## src/rtl/sfcf_pkg.sv

```systemverilog
package sfcf_pkg;

  localparam int PAGE_W    = 9;
  localparam int BIT_CNT_W = 7;
  localparam int HDR_BITS  = 32;
  localparam int PROT_BITS = 32;
  localparam int ADDR_SL_W = 10;   // address bits 17:8 carry every page field

  localparam logic [7:0] OPC_PGM_ERASE   = 8'h83;
  localparam logic [7:0] OPC_PGM         = 8'h88;
  localparam logic [7:0] OPC_PAGE_ERASE  = 8'h81;
  localparam logic [7:0] OPC_BLOCK_ERASE = 8'h50;
  localparam logic [7:0] OPC_PROT_READ   = 8'h32;

  typedef enum logic [1:0] {
    OP_PGM_ERASE   = 2'd0,
    OP_PGM         = 2'd1,
    OP_PAGE_ERASE  = 2'd2,
    OP_BLOCK_ERASE = 2'd3
  } op_kind_e;

  typedef struct packed {
    logic     valid;
    op_kind_e kind;
  } op_dec_t;

  function automatic op_dec_t decode_op(input logic [7:0] opc);
    op_dec_t d;
    d.valid = 1'b1;
    d.kind  = OP_PGM_ERASE;
    case (opc)
      OPC_PGM_ERASE:   d.kind = OP_PGM_ERASE;
      OPC_PGM:         d.kind = OP_PGM;
      OPC_PAGE_ERASE:  d.kind = OP_PAGE_ERASE;
      OPC_BLOCK_ERASE: d.kind = OP_BLOCK_ERASE;
      default:         d.valid = 1'b0;
    endcase
    return d;
  endfunction

  // a holds address bits 17:8
  function automatic logic [PAGE_W-1:0] target_page(input logic [ADDR_SL_W-1:0] a,
                                                    input logic bin,
                                                    input op_kind_e k);
    logic [PAGE_W-1:0] pg;
    pg = bin ? a[8:0] : a[9:1];
    if (k == OP_BLOCK_ERASE) pg[2:0] = 3'b000;
    return pg;
  endfunction

  // k counts output bits from 0; byte k/8, MSB first
  function automatic logic prot_bit(input logic [PROT_BITS-1:0] p, input logic [4:0] k);
    return p[{k[4:3], ~k[2:0]}];
  endfunction

endpackage

```

## src/rtl/sfcf_pin_sync.sv

```systemverilog
module sfcf_pin_sync #(
  parameter int SYNC_STAGES = 2
) (
  input  logic clk,
  input  logic rst_n,
  input  logic sck_i,
  input  logic cs_n_i,
  input  logic mosi_i,
  output logic sck_rise,
  output logic sck_fall,
  output logic cs_low,
  output logic cs_rise,
  output logic cs_fall,
  output logic mosi_s
);
  localparam int         NPIN    = 3;
  localparam logic [2:0] PIN_RST = 3'b100;   // {cs_n, sck, mosi}

  logic [NPIN-1:0] stg [SYNC_STAGES];
  logic [NPIN-1:0] last_q;
  logic [NPIN-1:0] cur;

  always_ff @(posedge clk or negedge rst_n) begin
    if (!rst_n) begin
      for (int i = 0; i < SYNC_STAGES; i++) stg[i] <= PIN_RST;
      last_q <= PIN_RST;
    end else begin
      stg[0] <= {cs_n_i, sck_i, mosi_i};
      for (int i = 1; i < SYNC_STAGES; i++) stg[i] <= stg[i-1];
      last_q <= stg[SYNC_STAGES-1];
    end
  end

  assign cur      = stg[SYNC_STAGES-1];
  assign mosi_s   = cur[0];
  assign sck_rise = cur[1] & ~last_q[1];
  assign sck_fall = ~cur[1] & last_q[1];
  assign cs_low   = ~cur[2];
  assign cs_rise  = cur[2] & ~last_q[2];
  assign cs_fall  = ~cur[2] & last_q[2];

endmodule

```

## src/rtl/sfcf_cmd_shift.sv

```systemverilog
module sfcf_cmd_shift
  import sfcf_pkg::*;
(
  input  logic                 clk,
  input  logic                 rst_n,
  input  logic                 sck_rise,
  input  logic                 sck_fall,
  input  logic                 cs_low,
  input  logic                 cs_rise,
  input  logic                 cs_fall,
  input  logic                 mosi_s,
  input  logic                 bin_mode,
  input  logic                 busy,
  input  logic [PROT_BITS-1:0] prot_bytes,
  output logic                 start_req,
  output op_kind_e             start_kind,
  output logic [PAGE_W-1:0]    start_page,
  output logic                 miso,
  output logic                 miso_oe
);
  localparam logic [BIT_CNT_W-1:0] CNT_MAX  = '1;
  localparam logic [BIT_CNT_W-1:0] HDR_END  = BIT_CNT_W'(HDR_BITS);
  localparam logic [BIT_CNT_W-1:0] DATA_END = BIT_CNT_W'(HDR_BITS + PROT_BITS);

  logic [BIT_CNT_W-1:0] bitcnt;
  logic [HDR_BITS-1:0]  shreg;
  logic                 ignore_q;
  logic                 hdr_done;
  logic                 rd_active;
  logic                 data_bit;
  op_dec_t              dec;

  always_ff @(posedge clk or negedge rst_n) begin
    if (!rst_n) begin
      bitcnt   <= '0;
      shreg    <= '0;
      ignore_q <= 1'b0;
    end else if (cs_fall) begin
      bitcnt   <= '0;
      ignore_q <= busy;
    end else if (sck_rise && cs_low) begin
      if (bitcnt < HDR_END) shreg <= {shreg[HDR_BITS-2:0], mosi_s};
      if (bitcnt != CNT_MAX) bitcnt <= bitcnt + 1'b1;
    end
  end

  assign hdr_done   = (bitcnt >= HDR_END);
  assign dec        = decode_op(shreg[31:24]);
  assign start_kind = dec.kind;
  assign start_page = target_page(shreg[17:8], bin_mode, dec.kind);
  assign start_req  = cs_rise && hdr_done && !ignore_q && dec.valid;

  assign rd_active = hdr_done && !ignore_q && (shreg[31:24] == OPC_PROT_READ);
  assign data_bit  = (rd_active && bitcnt < DATA_END) ? prot_bit(prot_bytes, bitcnt[4:0]) : 1'b1;

  always_ff @(posedge clk or negedge rst_n) begin
    if (!rst_n) begin
      miso    <= 1'b1;
      miso_oe <= 1'b0;
    end else begin
      miso_oe <= cs_low;
      if (!cs_low)       miso <= 1'b1;
      else if (sck_fall) miso <= data_bit;
    end
  end

  AST_OE_DROPS: assert property (@(posedge clk) disable iff (!rst_n)
    cs_rise |=> !miso_oe);

  AST_TAIL_ONES: assert property (@(posedge clk) disable iff (!rst_n)
    (sck_fall && cs_low && bitcnt >= DATA_END) |=> miso);

endmodule

```

## src/rtl/sfcf_busy_timer.sv

```systemverilog
module sfcf_busy_timer
  import sfcf_pkg::*;
#(
  parameter int EP_ERASE_CYC    = 40,
  parameter int EP_PROG_CYC     = 30,
  parameter int PROG_CYC        = 30,
  parameter int PAGE_ERASE_CYC  = 40,
  parameter int BLOCK_ERASE_CYC = 120
) (
  input  logic              clk,
  input  logic              rst_n,
  input  logic              start_req,
  input  op_kind_e          start_kind,
  input  logic [PAGE_W-1:0] start_page,
  output logic              busy,
  output logic              op_start,
  output op_kind_e          op_kind,
  output logic [PAGE_W-1:0] op_page,
  output logic              erase_phase
);
  localparam int EP_TOT = EP_ERASE_CYC + EP_PROG_CYC;
  localparam int MAX_A  = (EP_TOT > PROG_CYC) ? EP_TOT : PROG_CYC;
  localparam int MAX_B  = (PAGE_ERASE_CYC > BLOCK_ERASE_CYC) ? PAGE_ERASE_CYC : BLOCK_ERASE_CYC;
  localparam int MAX_D  = (MAX_A > MAX_B) ? MAX_A : MAX_B;
  localparam int CNT_W  = $clog2(MAX_D + 1);

  localparam logic [CNT_W-1:0] LD_EP    = CNT_W'(EP_TOT - 1);
  localparam logic [CNT_W-1:0] LD_PG    = CNT_W'(PROG_CYC - 1);
  localparam logic [CNT_W-1:0] LD_PE    = CNT_W'(PAGE_ERASE_CYC - 1);
  localparam logic [CNT_W-1:0] LD_BE    = CNT_W'(BLOCK_ERASE_CYC - 1);
  localparam logic [CNT_W-1:0] PG_SPLIT = CNT_W'(EP_PROG_CYC);

  function automatic logic [CNT_W-1:0] load_val(input op_kind_e k);
    case (k)
      OP_PGM_ERASE:  return LD_EP;
      OP_PGM:        return LD_PG;
      OP_PAGE_ERASE: return LD_PE;
      default:       return LD_BE;
    endcase
  endfunction

  logic [CNT_W-1:0] cnt;

  always_ff @(posedge clk or negedge rst_n) begin
    if (!rst_n) begin
      cnt      <= '0;
      busy     <= 1'b0;
      op_start <= 1'b0;
      op_kind  <= OP_PGM_ERASE;
      op_page  <= '0;
    end else begin
      op_start <= start_req;
      if (start_req) begin
        cnt     <= load_val(start_kind);
        busy    <= 1'b1;
        op_kind <= start_kind;
        op_page <= start_page;
      end else if (busy) begin
        if (cnt == '0) busy <= 1'b0;
        else           cnt  <= cnt - 1'b1;
      end
    end
  end

  always_comb begin
    erase_phase = 1'b0;
    if (busy) begin
      case (op_kind)
        OP_PGM_ERASE: erase_phase = (cnt >= PG_SPLIT);
        OP_PGM:       erase_phase = 1'b0;
        default:      erase_phase = 1'b1;
      endcase
    end
  end

  AST_PHASE_IN_BUSY: assert property (@(posedge clk) disable iff (!rst_n)
    erase_phase |-> busy);

  AST_ERASE_FIRST: assert property (@(posedge clk) disable iff (!rst_n)
    (busy && !erase_phase) |=> !erase_phase);

  AST_SINGLE_START: assert property (@(posedge clk) disable iff (!rst_n)
    op_start |=> !op_start);

  AST_OP_HELD: assert property (@(posedge clk) disable iff (!rst_n)
    (busy && !op_start) |-> ($stable(op_kind) && $stable(op_page)));

  AST_NO_START_BUSY: assert property (@(posedge clk) disable iff (!rst_n)
    start_req |-> !busy);

endmodule

```

## src/rtl/sflash_cmd_front.sv

```systemverilog
module sflash_cmd_front
  import sfcf_pkg::*;
#(
  parameter int SYNC_STAGES     = 2,
  parameter int EP_ERASE_CYC    = 40,
  parameter int EP_PROG_CYC     = 30,
  parameter int PROG_CYC        = 30,
  parameter int PAGE_ERASE_CYC  = 40,
  parameter int BLOCK_ERASE_CYC = 120
) (
  input  logic        clk,
  input  logic        rst_n,
  input  logic        cfg_bin_page,
  input  logic [31:0] prot_bytes,
  input  logic        spi_sck,
  input  logic        spi_cs_n,
  input  logic        spi_mosi,
  output logic        spi_miso,
  output logic        spi_miso_oe,
  output logic        busy,
  output logic        op_start,
  output logic [1:0]  op_kind,
  output logic [8:0]  op_page,
  output logic        erase_phase
);
  logic              sck_rise, sck_fall, cs_low, cs_rise, cs_fall, mosi_s;
  logic              start_req;
  op_kind_e          start_kind;
  logic [PAGE_W-1:0] start_page;
  op_kind_e          kind_q;

  sfcf_pin_sync #(.SYNC_STAGES(SYNC_STAGES)) u_sync (
    .clk      (clk),
    .rst_n    (rst_n),
    .sck_i    (spi_sck),
    .cs_n_i   (spi_cs_n),
    .mosi_i   (spi_mosi),
    .sck_rise (sck_rise),
    .sck_fall (sck_fall),
    .cs_low   (cs_low),
    .cs_rise  (cs_rise),
    .cs_fall  (cs_fall),
    .mosi_s   (mosi_s)
  );

  sfcf_cmd_shift u_shift (
    .clk        (clk),
    .rst_n      (rst_n),
    .sck_rise   (sck_rise),
    .sck_fall   (sck_fall),
    .cs_low     (cs_low),
    .cs_rise    (cs_rise),
    .cs_fall    (cs_fall),
    .mosi_s     (mosi_s),
    .bin_mode   (cfg_bin_page),
    .busy       (busy),
    .prot_bytes (prot_bytes),
    .start_req  (start_req),
    .start_kind (start_kind),
    .start_page (start_page),
    .miso       (spi_miso),
    .miso_oe    (spi_miso_oe)
  );

  sfcf_busy_timer #(
    .EP_ERASE_CYC    (EP_ERASE_CYC),
    .EP_PROG_CYC     (EP_PROG_CYC),
    .PROG_CYC        (PROG_CYC),
    .PAGE_ERASE_CYC  (PAGE_ERASE_CYC),
    .BLOCK_ERASE_CYC (BLOCK_ERASE_CYC)
  ) u_timer (
    .clk         (clk),
    .rst_n       (rst_n),
    .start_req   (start_req),
    .start_kind  (start_kind),
    .start_page  (start_page),
    .busy        (busy),
    .op_start    (op_start),
    .op_kind     (kind_q),
    .op_page     (op_page),
    .erase_phase (erase_phase)
  );

  assign op_kind = kind_q;

  AST_START_NOT_BUSY: assert property (@(posedge clk) disable iff (!rst_n)
    op_start |-> !$past(busy));

endmodule

```

## config.mk

```make
export PLATFORM = sky130hd
export DESIGN_NAME = sflash_cmd_front
export DESIGN_NICKNAME = d
export VERILOG_FILES = /design/src/rtl/sfcf_pkg.sv /design/src/rtl/sfcf_pin_sync.sv /design/src/rtl/sfcf_cmd_shift.sv /design/src/rtl/sfcf_busy_timer.sv /design/src/rtl/sflash_cmd_front.sv
export SDC_FILE = /design/constraint.sdc
export NUM_CORES = 1
export LEC_CHECK = 0
export ABC_AREA = 1
export BUFFER_PORTS_ARGS = -buffer_cell sky130_fd_sc_hd__buf_2
export CORE_ASPECT_RATIO = 0.75
export CORE_MARGIN = 5
export CORE_UTILIZATION = 60
export CTS_CLUSTER_DIAMETER = 60
export DETAILED_ROUTE_END_ITERATION = 8
export PLACE_DENSITY = 0.93
export SLEW_MARGIN = 20
export SYNTH_ARGS = -nofsm -noshare
export SYNTH_HDL_FRONTEND = slang
export SYNTH_HIERARCHICAL = 1
export SYNTH_SLANG_ARGS = --single-unit
```

## constraint.sdc

```tcl
create_clock -name clk -period 3.5 [get_ports clk]
set_clock_uncertainty 0.05 [all_clocks]
set_input_delay 1.05 -clock clk [delete_from_list [all_inputs] [get_ports clk]]
set_output_delay 1.05 -clock clk [all_outputs]
set_load 0.1 [all_outputs]
```

# [Word-level counts from Yosys, hierarchy flattened]
# Cells that the tools add are included.
# Widths: inputs -> output; s select.
[totals] register_bits=71 in_bits=38 wordCells=81
[classes] addsub=2 order_cmp=5 eq_ne=11 mux=21 bitwise_logic=10 n_reduce_logical=19
[ops] op="$mux 7" n=6
[ops] op="$eq 8x8->1 const B" n=3
[ops] op="$pmux 7 s3" n=1
[ops] op="$mux 1" n=9
[ops] op="$mux 9" n=1
[ops] op="$eq 8x6->1 const B" n=1
[ops] op="$eq 8x7->1 const B" n=1
[ops] op="$reduce_bool 2->1" n=4
[ops] op="$add 7x1->7 const B" n=1
[ops] op="$ge 7x5->1 const B" n=1
[ops] op="$ge 7x6->1 const B" n=1
[ops] op="$logic_and 1x1->1" n=7
[ops] op="$logic_not 7->1" n=1
[ops] op="$lt 7x6->1 const B" n=1
[ops] op="$lt 7x7->1 const B" n=1
[ops] op="$ne 7x7->1 const B" n=1
[ops] op="$sub 7x1->7 const B" n=1
[ops] op="$lt 5x6->1 const B" n=1
[ops] op="$pmux 2 s3" n=1
[ops] op="$bmux 1 s5" n=1
[ops] op="$not 1->1" n=5
[ops] op="$and 1x1->1" n=4
[ops] op="$eq 2x1->1 const B" n=2
[ops] op="$eq 2x2->1 const B" n=2
[ops] op="9 further kinds" n=11

# [Logic depth before layout (Yosys ltp)]
[logic_depth] word_depth=7 ltp_mapped=14

# [Hierarchy]
# The synthesis kept the hierarchy.
[by_module_without_submodules] module="sfcf_cmd_shift" n_inst=1 cells_each=300 area_per_inst_um2=2311.0 seq_area_each_um2=1052.3
[by_module_without_submodules] module="sfcf_busy_timer" n_inst=1 cells_each=127 area_per_inst_um2=1052.3 seq_area_each_um2=500.5
[by_module_without_submodules] module="sfcf_pin_sync" n_inst=1 cells_each=16 area_per_inst_um2=236.5 seq_area_each_um2=203.9

# [Worst setup path before layout]
# OpenSTA, ideal clock, no wires.
[synth_timing] path_type="reg2out" startpoint="register u_timer.busy" endpoint="output erase_phase" arrival_time_ns=3.269 t_required_ns=2.400 setup_slack_ns=-0.869 stages_incl_launch_ff=2 n_path_buf=0 cell_sequence="dfrtp_1 a21boi_0"
[synth_between] elab_chain_len=1
[synth_rtl] element="start, declared" line_no="sfcf_busy_timer.sv:15" source="output logic busy,"
[synth_rtl] element="start signal, assigned" line_no="sfcf_busy_timer.sv:47" source="busy <= 1'b0;"
[synth_rtl] element="start signal, assigned" line_no="sfcf_busy_timer.sv:55" source="busy <= 1'b1;"
[synth_rtl] element="start signal, assigned" line_no="sfcf_busy_timer.sv:59" source="if (cnt == '0) busy <= 1'b0;"
[synth_rtl] element="$mux 1" line_no="sfcf_busy_timer.sv:67" source="if (busy) begin"
[synth_rtl] element="end, declared" line_no="sflash_cmd_front.sv:24" source="output logic erase_phase"
# No other way between the ends.

# [Worst setup path in the final report]
[layout_timing] startpoint="register u_timer.cnt[0]" endpoint="output erase_phase"
[layout_between] elab_chain_len=3
[layout_rtl] element="start, declared" line_no="sfcf_busy_timer.sv:42" source="logic [CNT_W-1:0] cnt;"
[layout_rtl] element="start signal, assigned" line_no="sfcf_busy_timer.sv:54" source="cnt <= load_val(start_kind);"
[layout_rtl] element="start signal, assigned" line_no="sfcf_busy_timer.sv:60" source="else cnt <= cnt - 1'b1;"
[layout_rtl] element="$ge 7x5->1" line_no="sfcf_busy_timer.sv:69" source="OP_PGM_ERASE: erase_phase = (cnt >= PG_SPLIT);"
[layout_rtl] element="$pmux 1 s2" line_no="sfcf_busy_timer.sv:68" source="case (op_kind)"
[layout_rtl] element="$mux 1" line_no="sfcf_busy_timer.sv:67"
# No other way between the ends.

==> reports/metrics.cfg <==
[status]
status=finished clean

[die]
coreArea_um2=5826
die_y_um=77.08
die_area_um2=7665
dieWidth_um=99.44
start_util_pct=61.79
rows=24
ios=54

[detailed_routing]
viasPerCell=5.322
num_vias=3071
postRouteWirelength_mm=7.485
ant_nets=0
drtIter0Drc=205
drcViolationCount=0
wire_per_inst_um=12.97
dr.pass1.iters=5

[yosys]
syn_area_um2=3600
synth-seq-cells=70
syn_inst=443
synth.most_common_cell=nand2_1
ys.flop_type=dfrtp_1
ys_warn_count=6
synthTopCellsByArea=dfrtp_1, nand2_1, nand3_1
yosysSeqAreaShare_pct=48.80
synth_top_cell_by_area=dfrtp_1
syn_nets=489
yosys-top-cells-count=nand2_1, dfrtp_1, inv_1
ys_async_sr_fraction_pct=100.0
yosysUniqueCellTypes=36
synth_top_area_share_pct=45.88
post_synth.cell_area_avg_um2=8.126
synth-edff-count=0

[clock_network]
cts_root_buffer=clkbuf_8
hold_buffers=0
htree_levels=3
cts_buffers=9
post_cts_buffers=0
clock_path_buffers=2
insertion_delay_ns=0.35
cts_tree=done
cts.sinks=70
post_cts_resized=0
path_clk_slew_ns=0.07

[sta]
finalCritPeriodShare_pct=85.54
setup_viol=0
finalHoldViolations=0
period_needed_ns=2.994
finalMaxSlewViolations=0
worst_slew_pin_slew_ns=0.8614
slew_headroom_pct=42.43
rsz0062_at_grt=false
fmax_ghz=0.3340
tns_ns=0
setup_slack_ns=0.5059

[layout]
seq_area_um2=1757
n_antenna_cell=0
multi_input_area_um2=1498
area_growth_syn_to_layout_pct=13.49
fill_cells=459
nets=540
layout-drive-gt1-share_pct=20.84

[power_and_ir_drop]
clkPwrFrac_pct=33.4
switching_share_pct=28.41
p_comb_share_pct=14.7
p_sw_uw=530.3
ir_drop_v=0.0003634
power_density_nw_per_um2=456.9
leakage_nw=2.133
p_int_mw=1.336
seqPwrFrac_pct=51.9

[placement]
gp_congestion=0.8837
dp_hpwl_mm=5.432
io_buffers=53
place_ws_ns=0.7873

[grt]
grt_pass1_vias=2974
grt_pass1_wl_mm=13.08
grt.overflow.total=0
antenna_found_initial=0
grt_max_degree=38
grt_usage_pct=20.89

[critical_path]
slowest_stage=buf_2
crit_fanout=6
path_buf_inv=2
arrival_ns=1.89
worstPathRequired_ns=2.40
crit_chain=inv_1, ha_1, nor2_1, o21ai_0, nand2_1, a21boi_2, buf_2
critPathTopFamily=buffers and inverters
cp-end-kind=output pin
slowest_delay_ns=0.43
critPathKind=reg2out
worstSetupStartpointType=register

[job]
maxCapViolCount=0

[worst_hold_path]
hold_path.class=reg2reg

==> placed cells by master (no fill, tap or decap), types with 4 or more instances in the layout <==
master    netlist  final
dfstp_2         4      4
mux2_1         13     13
o21ai_0        11     11
nor2_1         33     33
nor2_2          4      4
dfrtp_1        66     66
nand3_1        41     41
nand2_1       126    126
o21ai_1        21     21
clkinv_2        1      4
clkbuf_8        0      9
inv_2          12     12
a21oi_1        13     13
buf_2           4     53
inv_1          45     45
ha_1            8      8
==> power groups by stage <==
stage | Combinational, mW | Sequential [mW] | Clock (mW)
after CTS | 0.273 | 0.967 | 0.642
final | 0.274 | 0.969 | 0.624
after global routing | 0.312 | 0.981 | 0.676
after detailed placement | 0.271 | 0.982 | 0
after global placement | 0.258 | 0.975 | 0
after floorplan | 0.197 | 0.968 | 0
==> per-layer routing <==
metal,up-vias,wire length [um],GRT usage (%)
li1,1506,-,-
met1,1411,3157,26.49
met4,0,165,9.004
met2,134,3550,33.65
met3,20,612,5.621
met5,-,0,0
==> state kept, by name, indices dropped and copies added (netlist names), 2 cells and up <==
signal           count
u_shift/bitcnt       7
u_sync/last_q        2
u_timer/cnt          7
u_sync/stg           3
u_sync/cur           3
u_timer/op_page      9
u_timer/op_kind      2
u_shift/shreg       32
==> worst paths after layout <==
kind / start / end / slack, ns / cells after the start
max: u_timer/cnt[0] / erase_phase / 0.51 / 7
max in group asynchronous: rst_n / u_sync/stg[5] / 1.96 / 2
min in group asynchronous: rst_n / u_timer/op_page[2] / 0.72 / 1
max reg2reg: u_shift/shreg[26] / u_timer/cnt[5] / 0.68 / 11
min reg2reg: u_sync/stg[4] / u_sync/cur[1] / 0.30 / 0
min: u_sync/stg[4] / u_sync/cur[1] / 0.30 / 0
==> kinds of logic (layout without fill, tap and decap cells) <==
| logic type | after synthesis | after routing | synth area share [%] |
|---|---|---|---|
| muxes | 13 | 13 | 4.067 |
| adders and majority gates | 8 | 8 | 2.781 |
| and+or+nand+nor | 223 | 223 | 26.69 |
| xor gates and xnor gates | 1 | 1 | 0.2434 |
| AOI/OAI and AO/OA | 52 | 52 | 7.716 |
| buffers and inverters | 76 | 132 | 9.697 |
| DFF | 70 | 70 | 48.80 |
==> cell type report <==
cell class	count	share of cell area [%]
inverter	60	5.942
clock inverter	6	1.531
sequential	70	43.00
clock buffer	10	3.124
timing repair buffer	56	7.351
tap	78	2.389
multi-input combinational	297	36.66
==> through the flow <==
stage | utilization, % | hold slack (ns) | total power, mW | area (um^2) | instances
after floorplan | - | 0.2812 | 1.165 | 3603 | 443
after global placement | 66.86 | 0.2850 | 1.233 | 3895 | 561
after detailed placement | 66.86 | 0.2847 | 1.252 | 3895 | 561
after CTS | 70.12 | 0.3023 | 1.882 | 4085 | 577
after global routing | 70.12 | 0.3097 | 1.970 | 4085 | 577
final | 70.12 | 0.3001 | 1.867 | 4085 | 577
Power figures use the tool's default switching activity.
